==> src/rtl/dma_eob_irq_pkg.sv <==
package dma_eob_irq_pkg;

  localparam int CH_TX = 0;
  localparam int CH_RX = 1;
  localparam int EN_BASE  = 6;
  localparam int EOB_BASE = 4;
  localparam int RSVD_BIT = 3;
  localparam int NUM_EVT  = 3;

  function automatic logic cnt_dec_ok(input logic stb, input logic en,
                                      input logic [31:0] cnt);
    return stb && en && (cnt != 32'd0);
  endfunction

  function automatic logic irq_merge(input logic [2:0] pend,
                                     input logic [1:0] eob,
                                     input logic [2:0] mask);
    logic any;
    any = |(pend & mask);
    any = any | (eob[CH_RX] & mask[CH_RX]) | (eob[CH_TX] & mask[CH_TX]);
    return any;
  endfunction

endpackage

==> src/rtl/dma_eob_chan.sv <==
module dma_eob_chan
  import dma_eob_irq_pkg::*;
#(
  parameter int CNT_W = 8
) (
  input  logic             clk,
  input  logic             rst_n,
  input  logic             ld,
  input  logic [CNT_W-1:0] ld_val,
  input  logic             stb,
  input  logic             en_wr,
  input  logic             en_wval,
  input  logic             eob_clr,
  output logic [CNT_W-1:0] cnt,
  output logic             en,
  output logic             eob,
  output logic             hit
);
  localparam logic [CNT_W-1:0] ONE = CNT_W'(1);

  logic dec;

  always_comb begin
    dec = cnt_dec_ok(stb, en, 32'(cnt));
    hit = dec && !ld && (cnt == ONE);
  end

  always_ff @(posedge clk or negedge rst_n) begin
    if (!rst_n) begin
      cnt <= '0;
    end else if (ld) begin
      cnt <= ld_val;
    end else if (dec) begin
      cnt <= cnt - ONE;
    end
  end

  always_ff @(posedge clk or negedge rst_n) begin
    if (!rst_n) begin
      en <= 1'b0;
    end else if (hit) begin
      en <= 1'b0;
    end else if (en_wr) begin
      en <= en_wval;
    end
  end

  always_ff @(posedge clk or negedge rst_n) begin
    if (!rst_n) begin
      eob <= 1'b0;
    end else if (hit) begin
      eob <= 1'b1;
    end else if (eob_clr) begin
      eob <= 1'b0;
    end
  end

endmodule

==> src/rtl/dma_evt_pend.sv <==
module dma_evt_pend #(
  parameter int N = 3
) (
  input  logic         clk,
  input  logic         rst_n,
  input  logic [N-1:0] evt,
  input  logic [N-1:0] ack,
  output logic [N-1:0] pend
);
  for (genvar i = 0; i < N; i++) begin : g_bit
    always_ff @(posedge clk or negedge rst_n) begin
      if (!rst_n) begin
        pend[i] <= 1'b0;
      end else if (evt[i]) begin
        pend[i] <= 1'b1;
      end else if (ack[i]) begin
        pend[i] <= 1'b0;
      end
    end
  end
endmodule

==> src/rtl/dma_eob_irq_ctrl.sv <==
module dma_eob_irq_ctrl
  import dma_eob_irq_pkg::*;
#(
  parameter int CNT_W = 8
) (
  input  logic             clk,
  input  logic             rst_n,
  input  logic             reg_wr,
  input  logic [7:0]       reg_wdata,
  output logic [7:0]       reg_rdata,
  input  logic             rx_cnt_ld,
  input  logic             tx_cnt_ld,
  input  logic [CNT_W-1:0] cnt_ld_data,
  input  logic             rx_dma_stb,
  input  logic             tx_dma_stb,
  input  logic             err_evt,
  input  logic             rx_evt,
  input  logic             tx_evt,
  input  logic [2:0]       evt_ack,
  output logic [CNT_W-1:0] rx_cnt,
  output logic [CNT_W-1:0] tx_cnt,
  output logic             irq
);
  logic [1:0]       ch_ld, ch_stb, ch_en, ch_eob, ch_hit;
  logic [CNT_W-1:0] ch_cnt [2];
  logic [2:0]       mask_q;
  logic [NUM_EVT-1:0] pend;

  logic rx_hit, tx_hit, err_pend;

  assign ch_ld  = {rx_cnt_ld, tx_cnt_ld};
  assign ch_stb = {rx_dma_stb, tx_dma_stb};

  for (genvar c = 0; c < 2; c++) begin : g_ch
    dma_eob_chan #(.CNT_W(CNT_W)) u_chan (
      .clk     (clk),
      .rst_n   (rst_n),
      .ld      (ch_ld[c]),
      .ld_val  (cnt_ld_data),
      .stb     (ch_stb[c]),
      .en_wr   (reg_wr),
      .en_wval (reg_wdata[EN_BASE+c]),
      .eob_clr (reg_wr && !reg_wdata[EOB_BASE+c]),
      .cnt     (ch_cnt[c]),
      .en      (ch_en[c]),
      .eob     (ch_eob[c]),
      .hit     (ch_hit[c])
    );
  end

  always_ff @(posedge clk or negedge rst_n) begin
    if (!rst_n) begin
      mask_q <= '0;
    end else if (reg_wr) begin
      mask_q <= reg_wdata[2:0];
    end
  end

  dma_evt_pend #(.N(NUM_EVT)) u_pend (
    .clk   (clk),
    .rst_n (rst_n),
    .evt   ({err_evt, rx_evt, tx_evt}),
    .ack   (evt_ack),
    .pend  (pend)
  );

  assign rx_hit   = ch_hit[CH_RX];
  assign tx_hit   = ch_hit[CH_TX];
  assign err_pend = pend[2];

  assign rx_cnt    = ch_cnt[CH_RX];
  assign tx_cnt    = ch_cnt[CH_TX];
  assign reg_rdata = {ch_en[CH_RX], ch_en[CH_TX], ch_eob[CH_RX], ch_eob[CH_TX],
                      1'b0, mask_q};
  assign irq       = irq_merge(pend, ch_eob, mask_q);

endmodule

==> config.mk <==
export PLATFORM = sky130hd
export DESIGN_NAME = dma_eob_irq_ctrl
export DESIGN_NICKNAME = d
export VERILOG_FILES = /design/src/rtl/dma_eob_irq_pkg.sv /design/src/rtl/dma_eob_chan.sv /design/src/rtl/dma_evt_pend.sv /design/src/rtl/dma_eob_irq_ctrl.sv
export SDC_FILE = /design/constraint.sdc
export NUM_CORES = 1
export LEC_CHECK = 0
export BUFFER_PORTS_ARGS = -buffer_cell sky130_fd_sc_hd__buf_2
export CORE_AREA = 5 5 65 67
export CTS_CLUSTER_DIAMETER = 40
export DETAILED_ROUTE_END_ITERATION = 6
export DIE_AREA = 0 0 70 72
export PLACE_DENSITY = 0.72
export SLEW_MARGIN = 20
export SYNTH_ARGS = -nofsm -noshare
export SYNTH_HDL_FRONTEND = slang
export SYNTH_HIERARCHICAL = 1
export SYNTH_SLANG_ARGS = --single-unit
export TNS_END_PERCENT = 30
==> constraint.sdc <==
create_clock -name clk -period 4.6 [get_ports clk]
set_clock_uncertainty 0.2 [all_clocks]
set_input_delay 0.23 -clock clk [delete_from_list [all_inputs] [get_ports clk]]
set_output_delay 0.23 -clock clk [all_outputs]
set_load 0.1 [all_outputs]
Word level (Yosys, flattened, before mapping)
Cells that the tools add are included.
{"block": "word_totals", "output_inout_bits": 25, "input_bits": 29, "wordCells": 63, "reg_bits": 26}
{"block": "classes", "n_reduce_logical": 26, "n_addsub": 2, "n_eq_ne": 2, "muxes": 18, "bitwise_logic": 5}
{"cell": "2-to-1 mux 8 bit", "n": 4}
{"cell": "nonzero test 2 bit", "n": 9}
{"cell": "equality test 8 x 1 -> 1 bit, second input constant", "n": 2}
{"cell": "nonzero test 8 bit", "n": 2}
{"cell": "subtractor 8 x 1 -> 8 bit, second input constant", "n": 2}
{"cell": "2-to-1 mux 1 bit", "n": 14}
{"cell": "logical AND 1 bit", "n": 10}
{"cell": "logical NOT 1 bit", "n": 4}
{"cell": "bitwise AND 3 bit", "n": 1}
{"cell": "OR reduction 3 bit", "n": 1}
{"cell": "bitwise AND 1 bit", "n": 2}
{"cell": "OR 1 bit", "n": 2}

Logic depth before layout (Yosys ltp)
{"block": "logic_depth", "depth_word": 5, "mapped_depth": 6, "mapped_depth_nobuf": 6}

Modules after synthesis
Netlist, hierarchy kept.
{"module": "dma_eob_chan", "n_inst": 2, "area_per_inst_um2": 650.6, "seq_area_each_um2": 250.2, "cells_each": 69}
{"module": "dma_eob_irq_ctrl", "n_inst": 1, "area_per_inst_um2": 151.4, "seq_area_each_um2": 75.1, "cells_each": 14}
{"module": "dma_evt_pend", "n_inst": 1, "area_per_inst_um2": 108.9, "seq_area_each_um2": 75.1, "cells_each": 9}

Least setup slack after synthesis
Ideal clock, no wire load.
{"block": "synth_timing", "path_type": "register -> register", "from": "reg g_ch[0].u_chan.cnt[0]", "to": "reg g_ch[0].u_chan.cnt[7]", "required_time_ns": 4.264, "path_buffers": 0, "path_stages_with_launch": 7, "period_less_slack_ns": 2.572, "slack_ns": 2.028, "t_arrival_ns": 2.235, "setup_ns": 0.136, "path_cell_list": "dfrtp_1 > inv_1 > ha_1 > nor4b_4 > a21o_2 > o41ai_1 > a31oi_1"}
{"block": "synth_between", "elab_chain_len": 3, "word_cells_on_any_way": 6, "cone_classes": "add/sub (1); mux (2); reduce/logical (3)"}
{"element": "start, declared", "line": "dma_eob_chan.sv:14", "rtl": "output logic [CNT_W-1:0] cnt,"}
{"element": "start signal, assigned", "line": "dma_eob_chan.sv:32", "rtl": "cnt <= ld_val;"}
{"element": "start signal, assigned", "line": "dma_eob_chan.sv:34", "rtl": "cnt <= cnt - ONE;"}
{"element": "subtractor 8 x 1 -> 8 bit / nonzero test 8 bit (equally long branches)", "line": "dma_eob_chan.sv:34, dma_eob_irq_pkg.sv:12"}
{"element": "2-to-1 mux 8 bit / logical AND 1 bit (equally long branches)", "line": "dma_eob_chan.sv:33, dma_eob_irq_pkg.sv:12"}
{"element": "2-to-1 mux 8 bit / nonzero test 2 bit (equally long branches)"}
Parallel ways exist; a longest one is shown, timed or not. The select of a mux whose other input is x is not followed.
A chain may end at the register's enable or synchronous reset.

Worst setup path in the final report
{"block": "layout_timing", "from": "reg g_ch[1].u_chan.cnt[0]", "to": "reg g_ch[1].u_chan.cnt[7]"}
{"block": "layout_between", "elab_chain_len": 3, "word_cells_on_any_way": 6, "cone_classes": "add/sub (1); mux (2); reduce/logical (3)"}
{"element": "start, declared", "line": "dma_eob_chan.sv:14"}
{"element": "start signal, assigned", "line": "dma_eob_chan.sv:32"}
{"element": "start signal, assigned", "line": "dma_eob_chan.sv:34"}
{"element": "subtractor 8 x 1 -> 8 bit / nonzero test 8 bit (equally long branches)", "line": "dma_eob_chan.sv:34, dma_eob_irq_pkg.sv:12"}
{"element": "2-to-1 mux 8 bit / logical AND 1 bit (equally long branches)", "line": "dma_eob_chan.sv:33, dma_eob_irq_pkg.sv:12"}
{"element": "2-to-1 mux 8 bit / nonzero test 2 bit (equally long branches)"}
Parallel ways exist; a longest one is shown, timed or not. The select of a mux whose other input is x is not followed.

==> results.py <==
metrics = {
    "route": {
        "wirelength_mm": 3.89,
        "firstDrtPassIters": 4,
        "vias_per_cell": 5.22,
        "wl_per_cell_um": 13.7,
        "final_antenna_net_count": 0,
        "drc": 0,
        "drtIter0Drc": 55,
        "vias": 1477,
    },
    "synth": {
        "ys_ff_latch": 26,
        "synth_mux_area_share_pct": 3.45,
        "synthSimpleGateAreaFrac_pct": 24.9,
        "yosys_warnings": 6,
        "synth_area_mm2": 0.00156,
        "synth_xor_area_share_pct": 2.24,
        "synth_most_common_cell": "dfrtp_1",
        "synth_top_family_by_area": "simple AND/OR/NAND/NOR gates",
        "synth_compound_area_share_pct": 17.0,
        "synthAdderAreaFrac_pct": 4.81,
        "avgSynthCellArea_um2": 9.70,
        "synthFlopType": "dfrtp_1",
        "synth_cell_types": 31,
        "synth_nets": 196,
        "synth_commonest_cells": "dfrtp_1 (26), nand2_1 (25), inv_1 (17)",
        "yosys.area.top_type": "dfrtp_1",
        "synth-async-reset-ratio_pct": 100,
        "synth-edff-count": 0,
        "synthCells": 161,
        "synth_top_area_share_pct": 41.7,
        "synth_area_leaders": "dfrtp_1 (42%), nand2_1 (6.0%), ha_1 (4.8%)",
        "yosysSeqAreaShare_pct": 41.7,
    },
    "global_routing": {
        "grt_pass1_vias": 1470,
        "gr-usage-all-layers_pct": 16.0,
        "antenna_found_initial": 0,
        "grt_max_degree": 27,
        "grt_first_pass_wirelength_mm": 6.70,
        "grt_overflow": 0,
    },
    "worst_setup_path": {
        "crit_required_ns": 4.62,
        "path_cells": "inv_1, ha_1, nor4b_4, a21o_2, o41ai_1, a31oi_1",
        "rr_startpoint": "g_ch[1].u_chan/cnt[0]",
        "path_class": "flop to flop",
        "worstPathMaxFanout": 5,
        "start_kind": "flop",
        "ff2ff_setup_slack_ns": 2.64,
        "critPathMaxStageDelay_ns": 0.44,
        "cp_slowest_cell": "dfrtp_1",
        "r2r_cells": 6,
        "endpoint_kind": "flop",
        "critPathArrivalTime_ns": 1.98,
        "reg2reg_to": "g_ch[1].u_chan/cnt[7]",
    },
    "clock_network": {
        "clk_pin_slew_worst_paths_ns": 0.14,
        "cts_made_buffers": 3,
        "clkLatencyLatePin_ns": 0.33,
        "htree_levels": 1,
        "clock_sinks": 26,
        "cts_resized": 0,
        "cts-root-buf": "clkbuf_4",
        "tritoncts": "built",
        "clockBufferDepth": 2,
    },
    "placement": {
        "dp_hpwl_mm": 2.82,
        "place_congestion": 0.861,
        "placed_cells": 257,
        "port_buffers": 51,
        "placed_area_mm2": 0.00185,
    },
    "timing": {
        "final-setup-viol-count": 0,
        "period_share_pct": 42.6,
        "final_max_slew_viol_count": 0,
        "finalSetupTns_ns": 0,
        "fmax_ghz": 0.510,
        "slew_headroom_pct": 60.5,
        "rsz0062_at_grt": "false",
        "finalHoldViolations": 0,
        "tightest_slew_ns": 0.592,
        "finalCriticalPeriod_ns": 1.96,
    },
    "worst_hold_path": {
        "hp-start": "rx_cnt_ld",
        "min_path_type": "primary input to flop",
        "holdPathStages": 3,
        "min_to": "g_ch[1].u_chan/cnt[4]",
    },
    "floorplanning": {
        "die_x_um": 70,
        "core_area_mm2": 0.00358,
        "num_rows": 22,
        "die_area_mm2": 0.00504,
        "initial_core_util_pct": 43.6,
        "ios": 54,
        "die_y_um": 72,
    },
    "outcome": {
        "outcome": "finished, final reports clean",
    },
    "cells_and_area": {
        "area_delta_synth_final_pct": 35.0,
        "finalNonFillerCells": 283,
        "antenna_cells": 0,
        "stdcell_area_mm2": 0.00211,
        "drive_gt1_share_pct": 31.1,
        "finalNetCount": 271,
    },
    "flow_run": {
        "cap_violations": 0,
    },
    "power_and_ir_drop": {
        "total_power_mw": 0.711,
        "peakVddDrop_uv": 255,
        "p_per_area_mw_per_mm2": 337,
        "power.leakage_nw": 1.00,
    },
}
[cell families (layout without fill, tap and decap cells)]
family	after synthesis	after routing
other cells	1	1
xor+xnor	4	4
buf+inv	20	94
flops	26	26
mux	5	5
simple gates	66	66
fa+ha+maj	6	6
compound gates	33	33
[worst max-delay path by stage]
stage,depth (start not counted),startpoint,slack [ns],endpoint
after global routing,6,g_ch[1].u_chan/cnt[0],2.51,g_ch[1].u_chan/cnt[7]
final,6,g_ch[1].u_chan/cnt[0],2.64,g_ch[1].u_chan/cnt[7]
after global placement,6,g_ch[0].u_chan/cnt[0],2.69,g_ch[0].u_chan/cnt[7]
after floorplan,6,g_ch[0].u_chan/cnt[0],2.03,g_ch[0].u_chan/cnt[7]
after detailed placement,6,g_ch[1].u_chan/cnt[0],2.65,g_ch[1].u_chan/cnt[7]
after CTS,6,g_ch[1].u_chan/cnt[0],2.62,g_ch[1].u_chan/cnt[7]
[final cells by class]
class | count | area [µm²]
fill | 334 | 1470
multi-input combinational | 115 | 822
sequential | 26 | 651
timing repair buffer | 73 | 475
inverter | 17 | 63.8
tap | 48 | 60.1
clock buffer | 4 | 36.3
[placed cells by master, fill, tap and decap left out, types with 5 or more instances in the layout]
master	count
a21o_1	5
buf_2	51
dfrtp_1	26
dlygate4sd3_1	22
ha_1	6
inv_1	17
nand2_1	25
nand3_1	9
nor2_1	12
o21ai_0	6
[through the flow]
stage | utilization (%) | setup slack [ns] | hold slack [ns]
after detailed placement | 51.7 | 2.65 | 0.0746
after global placement | 51.7 | 2.69 | 0.0596
after floorplan | - | 2.03 | -0.266
after CTS | 58.9 | 2.62 | 0.0333
final | 58.9 | 2.64 | 0.0401
after global routing | 58.9 | 2.51 | 0.0361
[flip-flops by register name, indices dropped and copies added (netlist names)]
name / flops
g_ch.u_chan/cnt: 16
g_ch.u_chan/en: 2
g_ch.u_chan/eob: 2
mask_q: 3
u_pend/pend: 3
[layer usage]
layer	GRT usage, %	part of all wire [%]
met5	0	0
met4	2.55	0.77
met3	4.85	6.9
met2	29.0	49
met1	19.2	43
[where the power goes]
part	switching (mW)	internal [mW]
clock network	0.0707	0.0485
logic	0.237	0.0760
registers	0.0290	0.250
total	0.336	0.375
[critical path: cells and delay by family, from the launching register on]
kind / cells / cell delay, ns
compound gates: 3 / 0.72
fa+ha+maj: 1 / 0.24
buf+inv: 1 / 0.11
flops: 1 / 0.44
simple gates: 1 / 0.15
[timing repair]
item                                   CTS  global route
endpoints found under the hold margin   52             0
buffers inserted                         0             0
hold buffers                            22             0
(Power assumes the default switching activity.)
